`src/rtl/cache_ctl_pkg.sv`:
```
package cache_ctl_pkg;

    localparam int REG_DW      = 32;
    localparam int OFS_STATUS  = 'h000;
    localparam int OFS_SETTING = 'h004;
    localparam int OFS_PGMASK  = 'h008;

    // Settings register layout: bit 2 instr enable, bit 1 data enable, bit 0 clear request
    typedef struct packed {
        logic instr_en;
        logic data_en;
        logic clr_req;
    } settings_t;

    localparam int SETTINGS_W = $bits(settings_t);

    function automatic logic [REG_DW-1:0] status_word(input logic busy);
        return {{(REG_DW-1){1'b0}}, busy};
    endfunction

endpackage

```
`src/rtl/cc_regs.sv`:
```
module cc_regs
    import cache_ctl_pkg::*;
#(
    parameter int REG_AW = 12,
    parameter int PAGES  = 16
) (
    input  logic              clk,
    input  logic              rst,
    input  logic              reg_en,
    input  logic              reg_we,
    input  logic [REG_AW-1:0] reg_addr,
    input  logic [REG_DW-1:0] reg_wdata,
    output logic [REG_DW-1:0] reg_rdata,
    input  logic              clr_busy,
    output settings_t         cfg,
    output logic [PAGES-1:0]  page_mask,
    output logic              clr_start
);

    localparam logic [REG_AW-1:0] A_STAT = REG_AW'(OFS_STATUS);
    localparam logic [REG_AW-1:0] A_SET  = REG_AW'(OFS_SETTING);
    localparam logic [REG_AW-1:0] A_MASK = REG_AW'(OFS_PGMASK);

    settings_t        cfg_q;
    logic [PAGES-1:0] mask_q;
    logic             wr_set;
    logic             wr_mask;
    logic             unused_wdata;

    assign wr_set  = reg_en && reg_we && (reg_addr == A_SET);
    assign wr_mask = reg_en && reg_we && (reg_addr == A_MASK);

    // A new request only starts when the bit rises and the sequencer is idle
    assign clr_start = wr_set && reg_wdata[0] && !cfg_q.clr_req && !clr_busy;

    always_ff @(posedge clk) begin
        if (rst) begin
            cfg_q  <= '0;
            mask_q <= '0;
        end else begin
            if (wr_set) begin
                cfg_q <= settings_t'(reg_wdata[SETTINGS_W-1:0]);
            end
            if (wr_mask) begin
                mask_q <= reg_wdata[PAGES-1:0];
            end
        end
    end

    always_comb begin
        unique case (reg_addr)
            A_STAT:  reg_rdata = status_word(clr_busy);
            A_SET:   reg_rdata = REG_DW'(cfg_q);
            A_MASK:  reg_rdata = REG_DW'(mask_q);
            default: reg_rdata = '0;
        endcase
    end

    assign unused_wdata = ^reg_wdata;
    assign cfg          = cfg_q;
    assign page_mask    = mask_q;

endmodule

```
`src/rtl/cc_clr_seq.sv`:
```
module cc_clr_seq #(
    parameter int ENTRIES = 128,
    parameter int IDX_W   = $clog2(ENTRIES)
) (
    input  logic             clk,
    input  logic             rst,
    input  logic             clr_start,
    output logic             busy,
    output logic             tag_we,
    output logic [IDX_W-1:0] tag_idx
);

    localparam logic [IDX_W-1:0] LAST = IDX_W'(ENTRIES - 1);

    logic             busy_q;
    logic [IDX_W-1:0] cnt_q;

    always_ff @(posedge clk) begin
        if (rst) begin
            busy_q <= 1'b0;
            cnt_q  <= '0;
        end else if (clr_start) begin
            busy_q <= 1'b1;
            cnt_q  <= '0;
        end else if (busy_q) begin
            if (cnt_q == LAST) begin
                busy_q <= 1'b0;
                cnt_q  <= '0;
            end else begin
                cnt_q <= cnt_q + 1'b1;
            end
        end
    end

    assign busy    = busy_q;
    assign tag_we  = busy_q;
    assign tag_idx = cnt_q;

endmodule

```
`src/rtl/cc_alloc_gate.sv`:
```
module cc_alloc_gate
    import cache_ctl_pkg::*;
#(
    parameter int ACC_AW   = 32,
    parameter int PAGE_LSB = 12,
    parameter int PAGES    = 16,
    parameter int PAGE_W   = $clog2(PAGES)
) (
    input  settings_t         cfg,
    input  logic [PAGES-1:0]  page_mask,
    input  logic              busy,
    input  logic [ACC_AW-1:0] acc_addr,
    output logic              data_ok,
    output logic              instr_ok
);

    logic [PAGE_W-1:0] page;
    logic              page_on;
    logic              unused_addr;

    assign page        = acc_addr[PAGE_LSB +: PAGE_W];
    assign page_on     = page_mask[page] && !busy;
    assign data_ok     = cfg.data_en  && page_on;
    assign instr_ok    = cfg.instr_en && page_on;
    assign unused_addr = ^{acc_addr, cfg.clr_req};

endmodule

```
`src/rtl/cache_ctrl_top.sv`:
```
module cache_ctrl_top
    import cache_ctl_pkg::*;
#(
    parameter int REG_AW      = 12,
    parameter int ACC_AW      = 32,
    parameter int PAGE_LSB    = 12,
    parameter int PAGES       = 16,
    parameter int TAG_ENTRIES = 128,
    parameter int IDX_W       = $clog2(TAG_ENTRIES)
) (
    input  logic              clk,
    input  logic              rst,
    input  logic              reg_en,
    input  logic              reg_we,
    input  logic [REG_AW-1:0] reg_addr,
    input  logic [31:0]       reg_wdata,
    output logic [31:0]       reg_rdata,
    input  logic [ACC_AW-1:0] acc_addr,
    output logic              data_alloc_ok,
    output logic              instr_alloc_ok,
    output logic              tag_clr_we,
    output logic [IDX_W-1:0]  tag_clr_idx,
    output logic              tag_clr_vld
);

    settings_t        cfg;
    logic [PAGES-1:0] page_mask;
    logic             clr_start;
    logic             clr_busy;

    cc_regs #(.REG_AW(REG_AW), .PAGES(PAGES)) u_regs (
        .clk       (clk),
        .rst       (rst),
        .reg_en    (reg_en),
        .reg_we    (reg_we),
        .reg_addr  (reg_addr),
        .reg_wdata (reg_wdata),
        .reg_rdata (reg_rdata),
        .clr_busy  (clr_busy),
        .cfg       (cfg),
        .page_mask (page_mask),
        .clr_start (clr_start)
    );

    cc_clr_seq #(.ENTRIES(TAG_ENTRIES), .IDX_W(IDX_W)) u_seq (
        .clk       (clk),
        .rst       (rst),
        .clr_start (clr_start),
        .busy      (clr_busy),
        .tag_we    (tag_clr_we),
        .tag_idx   (tag_clr_idx)
    );

    cc_alloc_gate #(.ACC_AW(ACC_AW), .PAGE_LSB(PAGE_LSB), .PAGES(PAGES)) u_gate (
        .cfg       (cfg),
        .page_mask (page_mask),
        .busy      (clr_busy),
        .acc_addr  (acc_addr),
        .data_ok   (data_alloc_ok),
        .instr_ok  (instr_alloc_ok)
    );

    assign tag_clr_vld = 1'b0;

endmodule

```
`config.mk`:
```
export PLATFORM = sky130hd
export DESIGN_NAME = cache_ctrl_top
export DESIGN_NICKNAME = d
export VERILOG_FILES = /design/src/rtl/cache_ctl_pkg.sv /design/src/rtl/cc_regs.sv /design/src/rtl/cc_clr_seq.sv /design/src/rtl/cc_alloc_gate.sv /design/src/rtl/cache_ctrl_top.sv
export SDC_FILE = /design/constraint.sdc
export NUM_CORES = 1
export LEC_CHECK = 0
export BUFFER_PORTS_ARGS = -buffer_cell sky130_fd_sc_hd__buf_2
export CAP_MARGIN = 20
export CELL_PAD_IN_SITES_DETAIL_PLACEMENT = 0
export CELL_PAD_IN_SITES_GLOBAL_PLACEMENT = 1
export CORE_MARGIN = 5
export CORE_UTILIZATION = 29
export CTS_CLUSTER_SIZE = 16
export DETAILED_ROUTE_END_ITERATION = 10
export PLACE_DENSITY_LB_ADDON = 0.1
export SLEW_MARGIN = 25
export SYNTH_ARGS = -nofsm -noshare
export SYNTH_HDL_FRONTEND = slang
export SYNTH_SLANG_ARGS = --single-unit
```
`constraint.sdc`:
```
create_clock -name clk -period 2.1 [get_ports clk]
set_input_delay 0.105 -clock clk [delete_from_list [all_inputs] [get_ports clk]]
set_output_delay 0.105 -clock clk [all_outputs]
set_load 0.01 [all_outputs]
```
# After elaboration in Yosys (flattened, before gate mapping)

Index checks and enable logic that the tools add are counted.

Add/subtract/negate cells: 1
Order comparisons: 1
Equal/unequal tests: 3
Muxes and demuxes: 7
Reduce and logical (&&, ||, !) cells: 13

Operator list:

| kind                                                                  | count |
|---|---|
| 16-bit case mux with 3 select lines                                   | 1 |
| 12-bit by 3-bit == test with 1-bit output (second input constant)     | 1 |
| 12-bit by 4-bit == test with 1-bit output (second input constant)     | 1 |
| 12-bit logical NOT                                                    | 1 |
| 1-bit logical AND                                                     | 9 |
| 7-bit by 1-bit adder with 7-bit output (second input constant)        | 1 |
| 7-bit == test (second input constant)                                 | 1 |
| 7-bit 2-to-1 mux                                                      | 1 |
| 4-bit by 5-bit < comparator with 1-bit output (second input constant) | 1 |
| 1-bit binary-select mux with 4-bit select                             | 1 |
| 1-bit 2-to-1 mux                                                      | 4 |
| 1-bit logical NOT                                                     | 2 |
| 2-bit OR reduction                                                    | 1 |

Register bits: 27
Bits of input ports: 80
Output and inout bits: 43
Word-level logic and storage cells: 31

# Logic depth before layout (Yosys ltp)

Gate-level depths: netlist of run 1.

Depth after elaboration: 6
Mapped depth: 5
Depth with buffers taken out: 5

# Hierarchy

A second synthesis of run 1 with hierarchy kept.

Cells, all modules: 195
Area, all modules: 1760.4 sq um

Modules (own cells, without submodules):

| module         | times used | cells an instance | area each (sq um) |
|---|---|---|---|
| cc_regs        | 1          | 130               | 1209.9 |
| cc_clr_seq     | 1          | 46                | 382.9 |
| cc_alloc_gate  | 1          | 17                | 156.4 |
| cache_ctrl_top | 1          | 2                 | 11.3 |

# Least setup slack after synthesis of run 1

OpenSTA, ideal clock, no wires.

Path kind: input -> output
Start: input acc_addr[12]
End: output data_alloc_ok
Data arrival time: 1218 ps
Required time: 1995 ps
Slack: 777 ps
Cell stages on the path: 5
Cells stage by stage: buf_2 -> mux4_2 -> nand2b_1 -> a22oi_1 -> nor3b_1

Word-level cells in the longest chain between the ends: 4

RTL lines:

| what                                      | line                 | RTL |
|---|---|---|
| start: declaration                        | cache_ctrl_top.sv:18 | `input logic [ACC_AW-1:0] acc_addr,` |
| 1-bit binary-select mux with 4-bit select | cc_alloc_gate.sv:22  | `assign page_on = page_mask[page] && !busy;` |
| 1-bit 2-to-1 mux (not written as such)    | cc_alloc_gate.sv:22  |  |
| 1-bit logical AND                         | cc_alloc_gate.sv:22  |  |
| 1-bit logical AND                         | cc_alloc_gate.sv:23  | `assign data_ok = cfg.data_en && page_on;` |
| end: declaration                          | cache_ctrl_top.sv:19 | `output logic data_alloc_ok,` |

Every way passes these cells. The select of a mux whose other input is x is not followed.

# Final worst setup path of run 1

Start: register u_regs.mask_q[6] (netlist: u_regs.page_mask[6])
End: output instr_alloc_ok

Word-level cells in the longest chain between the ends: 4

RTL lines:

| what                                      | line                 | RTL |
|---|---|---|
| start: declaration                        | cc_regs.sv:25        | `logic [PAGES-1:0] mask_q;` |
| start signal: assignment                  | cc_regs.sv:45        | `mask_q <= reg_wdata[PAGES-1:0];` |
| 1-bit binary-select mux with 4-bit select | cc_alloc_gate.sv:22  |  |
| 1-bit 2-to-1 mux (not written as such)    | cc_alloc_gate.sv:22  |  |
| 1-bit logical AND                         | cc_alloc_gate.sv:22  |  |
| 1-bit logical AND                         | cc_alloc_gate.sv:24  | `assign instr_ok = cfg.instr_en && page_on;` |
| end: declaration                          | cache_ctrl_top.sv:20 | `output logic instr_alloc_ok,` |

Every way passes these cells. The select of a mux whose other input is x is not followed.

==> flow_metrics.py, run 1 <==
metrics = {
    "outcome": {
        "status": "finished, final reports clean",
    },
    "logic_synthesis": {
        "synth_compound_area_frac": 0.0459,
        "yosys.area_share.xor_xnor": 0.0282,
        "synth_top_area_cell": "dfxtp_1",
        "yosys_warnings": 0,
        "synth_cell_type_count": 34,
        "synth_top_family_by_area": "simple AND/OR/NAND/NOR gates",
        "syn-cell-area_um2": 1560,
        "synth_edf_count": 0,
        "synth-simple-area-share": 0.259,
        "syn_inst": 163,
        "ys_seq_elements": 27,
        "async_flop_share": 0,
        "synth_ff_type": "dfxtp_1",
        "ys_top_cells_by_count": "dfxtp_1 (27), nor2_1 (27), mux2i_1 (24), buf_4 (17), and2_1 (14)",
        "synth.top_cell.area_share": 0.348,
        "synth-seq-area-share": 0.348,
        "synth_fa_ha_area_frac": 0.00805,
        "ys_top_cells_by_area": "dfxtp_1 (35%), mux2i_1 (15%), buf_4 (8.2%), nor2_1 (6.5%), and2_1 (5.6%)",
        "synth.avg_cell_area_um2": 9.54,
        "synth_mux_area_frac": 0.198,
    },
    "drt": {
        "ant_nets": 0,
        "routed-via-count": 1259,
        "first_iter_violations": 33,
        "first_pass_iters": 3,
        "wl_per_cell_um": 13.0,
        "routed_wl_um": 3780,
        "drc": 0,
        "routed_via_density": 4.33,
    },
    "placed_design": {
        "pre_cts_ws_ns": 0.449,
        "portBuffers": 61,
        "gp_congestion": 0.813,
        "dp_hpwl_um": 3020,
    },
    "floorplan": {
        "ios": 123,
        "rows": 26,
        "initial_core_util": 0.301,
        "die_x_um": 83.2,
        "die_h_um": 83.2,
        "dieArea_um2": 6930,
        "fp.coreArea_um2": 5170,
    },
    "final_layout": {
        "area_delta_synth_final_pct": 21.6,
        "diodes": 0,
        "nets": 303,
        "drive_above_1_share": 0.335,
    },
    "worst_setup_path": {
        "worst_setup_path_start_kind": "flip-flop",
        "reg2reg_setup_slack_ns": 0.71,
        "r2r_end": "u_seq.tag_idx[5]",
        "critPathKind": "reg2out",
        "critPathMaxFanout": 3,
        "timing.rr.start": "u_seq.busy",
        "r2r_cells": 4,
        "worst_setup_path_end_kind": "primary output",
        "cp.required_ns": 2.00,
        "critPathArrivalTime_ns": 1.71,
    },
    "hold_path": {
        "hold_path.class": "in2reg",
        "holdPathStages": 3,
        "hp-start": "reg_wdata[8]",
        "hold_path_end": "u_regs.page_mask[8]",
    },
    "flow_run": {
        "maxCapViolCount": 0,
    },
    "sta": {
        "timing.fmax_mhz": 551,
        "final.setup.tns_ns": 0,
        "slew_viol_final": 0,
        "rsz0062_at_grt": "false",
        "setup_ws_ns": 0.285,
        "fin_crit_ns": 1.82,
        "skew_ns": 0.00291,
        "setup_violations": 0,
        "finalHoldViolations": 0,
        "holdWs_ns": 0.0609,
        "fin_crit_sh": 0.865,
    },
    "clock_network": {
        "numCtsBuffers": 3,
        "clkSinkCount": 27,
        "cts_tree": "built",
        "cts_hold_buf": 0,
        "cts_buffer_depth": 2,
        "cts_htree_levels": 1,
        "cts_resized": 0,
        "worstSkewPairLatency_ns": 0.27,
        "cts_setup_buffers": 0,
        "cts_root_buf": "clkbuf_8",
        "clk_pin_slew_ns": 0.09,
    },
    "grt": {
        "grt_util_all_layers": 0.106,
        "grt.overflow.total": 0,
        "grt_start_max_net_pins": 22,
        "grt_pass1_vias": 1305,
        "grt_pass1_wl_um": 6110,
        "antenna_found_initial": 0,
    },
    "power_and_ir_drop": {
        "leakage_uw": 0.000998,
        "vdd_drop_max_mv": 0.243,
        "powerDensity_nw_per_um2": 470,
    },
}
[critical path, stage by stage (launching register included)]
cell and delay (ns):
dfxtp_1 0.34, mux4_2 0.45, nand2b_1 0.15, a22oi_1 0.25, nor3b_1 0.09, buf_2 0.16
[worst max path at each step]
stage | from | end | slack (ns) | cells past startpoint
global placement | reg_addr[5] | reg_rdata[1] | 0.45 | 5
finish | u_regs.page_mask[6] | instr_alloc_ok | 0.28 | 5
global route | u_regs.page_mask[6] | instr_alloc_ok | 0.18 | 5
detailed placement | reg_addr[5] | reg_rdata[1] | 0.45 | 5
floorplan | acc_addr[12] | data_alloc_ok | 0.78 | 5
CTS | u_regs.page_mask[6] | instr_alloc_ok | 0.24 | 5
[metal layers]
layer,GRT usage,vias up,part of all wire
li1,-,643,-
met1,0.108,570,0.38
met2,0.199,44,0.52
met3,0.0455,2,0.096
met4,0.0267,0,0.0066
met5,0,-,0
[power breakdown]
group,leakage (uW),internal [uW],switching (uW)
clock network,0.0000228,136,154
logic,0.000758,36.2,52.2
registers,0.000217,511,0.0180
total,0.000998,683,206
[cell families after synthesis]
kind of cell,Yosys count
XOR/XNOR,5
adder cells (fa/ha/maj),1
buffers and inverters,26
flip-flops,27
multiplexers,28
other,1
AO/OA/AOI/OAI,9
AND/OR/NAND/NOR,66
[cell usage in the layout (no fill, tap or decap)]
master	n
a221oi_1	2
nor3b_1	3
inv_1	3
mux2_2	2
mux2i_1	24
a22oi_1	2
a22o_1	2
conb_1	17
mux4_2	2
nor2_1	27
xor2_1	3
and2_1	14
clkbuf_8	3
nor4b_2	2
nand4_1	3
nor4_4	2
a21oi_1	1
dfxtp_1	27
a31o_2	1
buf_2	61
nand2b_1	3
nor3_1	4
and3_1	2
nand3_1	1
and4_1	1
xnor2_1	2
clkbuf_1	1
nor2b_1	1
o31ai_1	1
nand2_1	2
nand4_4	1
ha_1	1
[layout make-up]
| cell class | count | area [um^2] |
|---|---|---|
| multi-input cells | 126 | 902 |
| fillers | 557 | 3280 |
| flip-flops and latches | 27 | 541 |
| clock buffers | 4 | 45.0 |
| well taps | 70 | 87.6 |
| repair buffers | 61 | 305 |
| inverters | 3 | 11.3 |
[per-stage QoR]
stage | area, um^2 | utilization | total power (uW) | std cells
2_1_floorplan | 1620 | - | 589 | 179
3_5_place_dp | 1850 | 0.357 | 612 | 287
5_1_grt | 1890 | 0.366 | 933 | 291
6_report | 1890 | 0.366 | 890 | 291
4_1_cts | 1890 | 0.366 | 911 | 291
3_3_place_gp | 1850 | 0.357 | 611 | 287
[flip-flops by register name, summed over array words and instances, names as in the netlist]
| signal | count |
|---|---|
| u_regs.page_mask | 16 |
| u_seq.busy | 1 |
| u_seq.tag_idx | 7 |
| u_regs.cfg | 3 |
(Power assumes the default switching activity.)
==> run 2: changes to the inputs <==
--- a/config.mk
+++ b/config.mk
@@ -14,6 +14,7 @@
 export CTS_CLUSTER_SIZE = 16
 export DETAILED_ROUTE_END_ITERATION = 10
 export PLACE_DENSITY_LB_ADDON = 0.1
+export RECOVER_POWER = 50
 export SLEW_MARGIN = 25
 export SYNTH_ARGS = -nofsm -noshare
 export SYNTH_HDL_FRONTEND = slang
==> run 2 against run 1 <==
Fmax up 0.21%; clock power hardly changed; largest cell class unchanged; clock-buffer cell count did not move; design area decreased by 1.5%; worst setup slack better by 0.0038 ns; non-clock buffer count unchanged.
==> flow_metrics.py, run 2 (same netlist as run 1, synthesis figures left out) <==
metrics = {
    "worst_setup_path": {
        "worst_setup_path_start_kind": "flip-flop",
        "cp.required_ns": 2.00,
        "reg2reg_setup_slack_ns": 0.71,
        "r2r_cells": 4,
        "r2r_end": "u_seq.tag_idx[5]",
        "critPathArrivalTime_ns": 1.71,
        "timing.rr.start": "u_seq.busy",
        "critPathMaxFanout": 3,
        "worst_setup_path_end_kind": "primary output",
        "critPathKind": "reg2out",
    },
    "final_layout": {
        "post-route-util": 0.360,
        "fin_area_um2": 1860,
        "layout.cells.most_common": "buf_2",
        "fin_cells": 291,
        "nets": 303,
        "drive_above_1_share": 0.290,
        "layout_common_cells": "buf_2 (52), nor2_1 (27), dfxtp_1 (27)",
        "largest_reg_flops": 16,
        "area_delta_synth_final_pct": 19.8,
        "diodes": 0,
    },
    "clock_network": {
        "cts_htree_levels": 1,
        "cts_buffer_depth": 2,
        "cts_resized": 0,
        "cts_tree": "built",
        "worstSkewPairLatency_ns": 0.27,
        "cts_root_buf": "clkbuf_8",
        "cts_hold_buf": 0,
        "numCtsBuffers": 3,
        "clkSinkCount": 27,
        "clk_pin_slew_ns": 0.09,
        "cts_setup_buffers": 0,
    },
    "outcome": {
        "status": "finished, final reports clean",
    },
    "placed_design": {
        "dp_hpwl_um": 3020,
        "gp_congestion": 0.813,
        "dp.cells": 287,
        "post_dp_cell_area_um2": 1850,
        "portBuffers": 61,
    },
    "sta": {
        "fin_crit_sh": 0.863,
        "worstMarginPinSlew_ns": 0.742,
        "relSlewSlack": 0.504,
        "fin_crit_ns": 1.81,
        "slew_viol_final": 0,
        "timing.fmax_mhz": 552,
        "finalHoldViolations": 0,
        "skew_ns": 0.00256,
        "setup_violations": 0,
        "rsz0062_at_grt": "false",
        "final.setup.tns_ns": 0,
    },
    "hold_path": {
        "hold_path.class": "in2reg",
        "hp-start": "reg_wdata[8]",
        "holdPathStages": 3,
        "hold_path_end": "u_regs.page_mask[8]",
    },
    "power_and_ir_drop": {
        "power.total_uw": 885,
        "powerDensity_nw_per_um2": 475,
        "leakage_uw": 0.000951,
        "vdd_drop_max_mv": 0.241,
    },
    "floorplan": {
        "dieArea_um2": 6930,
        "die_h_um": 83.2,
        "ios": 123,
        "fp.coreArea_um2": 5170,
        "initial_core_util": 0.301,
        "die_x_um": 83.2,
        "rows": 26,
    },
    "drt": {
        "routed_wl_um": 3770,
        "wl_per_cell_um": 13.0,
        "routed_via_density": 4.34,
        "first_iter_violations": 45,
        "first_pass_iters": 3,
        "routed-via-count": 1262,
        "ant_nets": 0,
        "drc": 0,
    },
    "grt": {
        "grt.overflow.total": 0,
        "grt_start_max_net_pins": 22,
        "grt_pass1_wl_um": 6110,
        "antenna_found_initial": 0,
        "grt_pass1_vias": 1305,
        "grt_util_all_layers": 0.106,
    },
    "flow_run": {
        "maxCapViolCount": 0,
    },
}
## run 2: changes by cell type in the layout (fill, tap and decap cells not counted), sizes merged
cell / previous run / this run
clkbuf: 4 / 13
buf: 61 / 52
## run 2: critical path, stage by stage (launching register included)
cell and delay (ns):
dfxtp_1 0.33, mux4_2 0.45, nand2b_1 0.15, a22oi_1 0.25, nor3b_1 0.09, buf_2 0.16
## run 2: how the worst max path moves through the flow
stage                     cells past startpoint              to  slack [ns]                start
after detailed placement                      5    reg_rdata[1]        0.45          reg_addr[5]
after global routing                          5  instr_alloc_ok        0.18  u_regs.page_mask[6]
after floorplan                               5   data_alloc_ok        0.78         acc_addr[12]
after CTS                                     5  instr_alloc_ok        0.24  u_regs.page_mask[6]
final                                         5  instr_alloc_ok        0.29  u_regs.page_mask[6]
after global placement                        5    reg_rdata[1]        0.45          reg_addr[5]
## run 2: power by group
| group | switching, uW | internal, uW |
|---|---|---|
| Clock | 152 | 136 |
| Combinational | 49.9 | 35.2 |
| Sequential | 0.0180 | 511 |
## run 2: metal layers
layer	part of all wire	GRT usage	up-vias
met5	0	0	-
li1	-	-	643
met1	0.38	0.108	573
met2	0.52	0.199	44
met3	0.094	0.0455	2
met4	0.0066	0.0267	0
## run 2: layout make-up
| class | instances | area [um^2] |
|---|---|---|
| clock buffer | 4 | 45.0 |
| fill | 558 | 3310 |
| inverter | 3 | 11.3 |
| multi-input combinational | 126 | 885 |
| sequential | 27 | 541 |
| tap | 70 | 87.6 |
| timing repair buffer | 61 | 294 |
## run 2: stage by stage
stage	worst slack [ns]	hold slack, ns
2_1_floorplan	0.777	0.249
3_3_place_gp	0.451	0.336
3_5_place_dp	0.449	0.345
4_1_cts	0.244	0.0547
5_1_grt	0.182	0.0677
6_report	0.288	0.0617
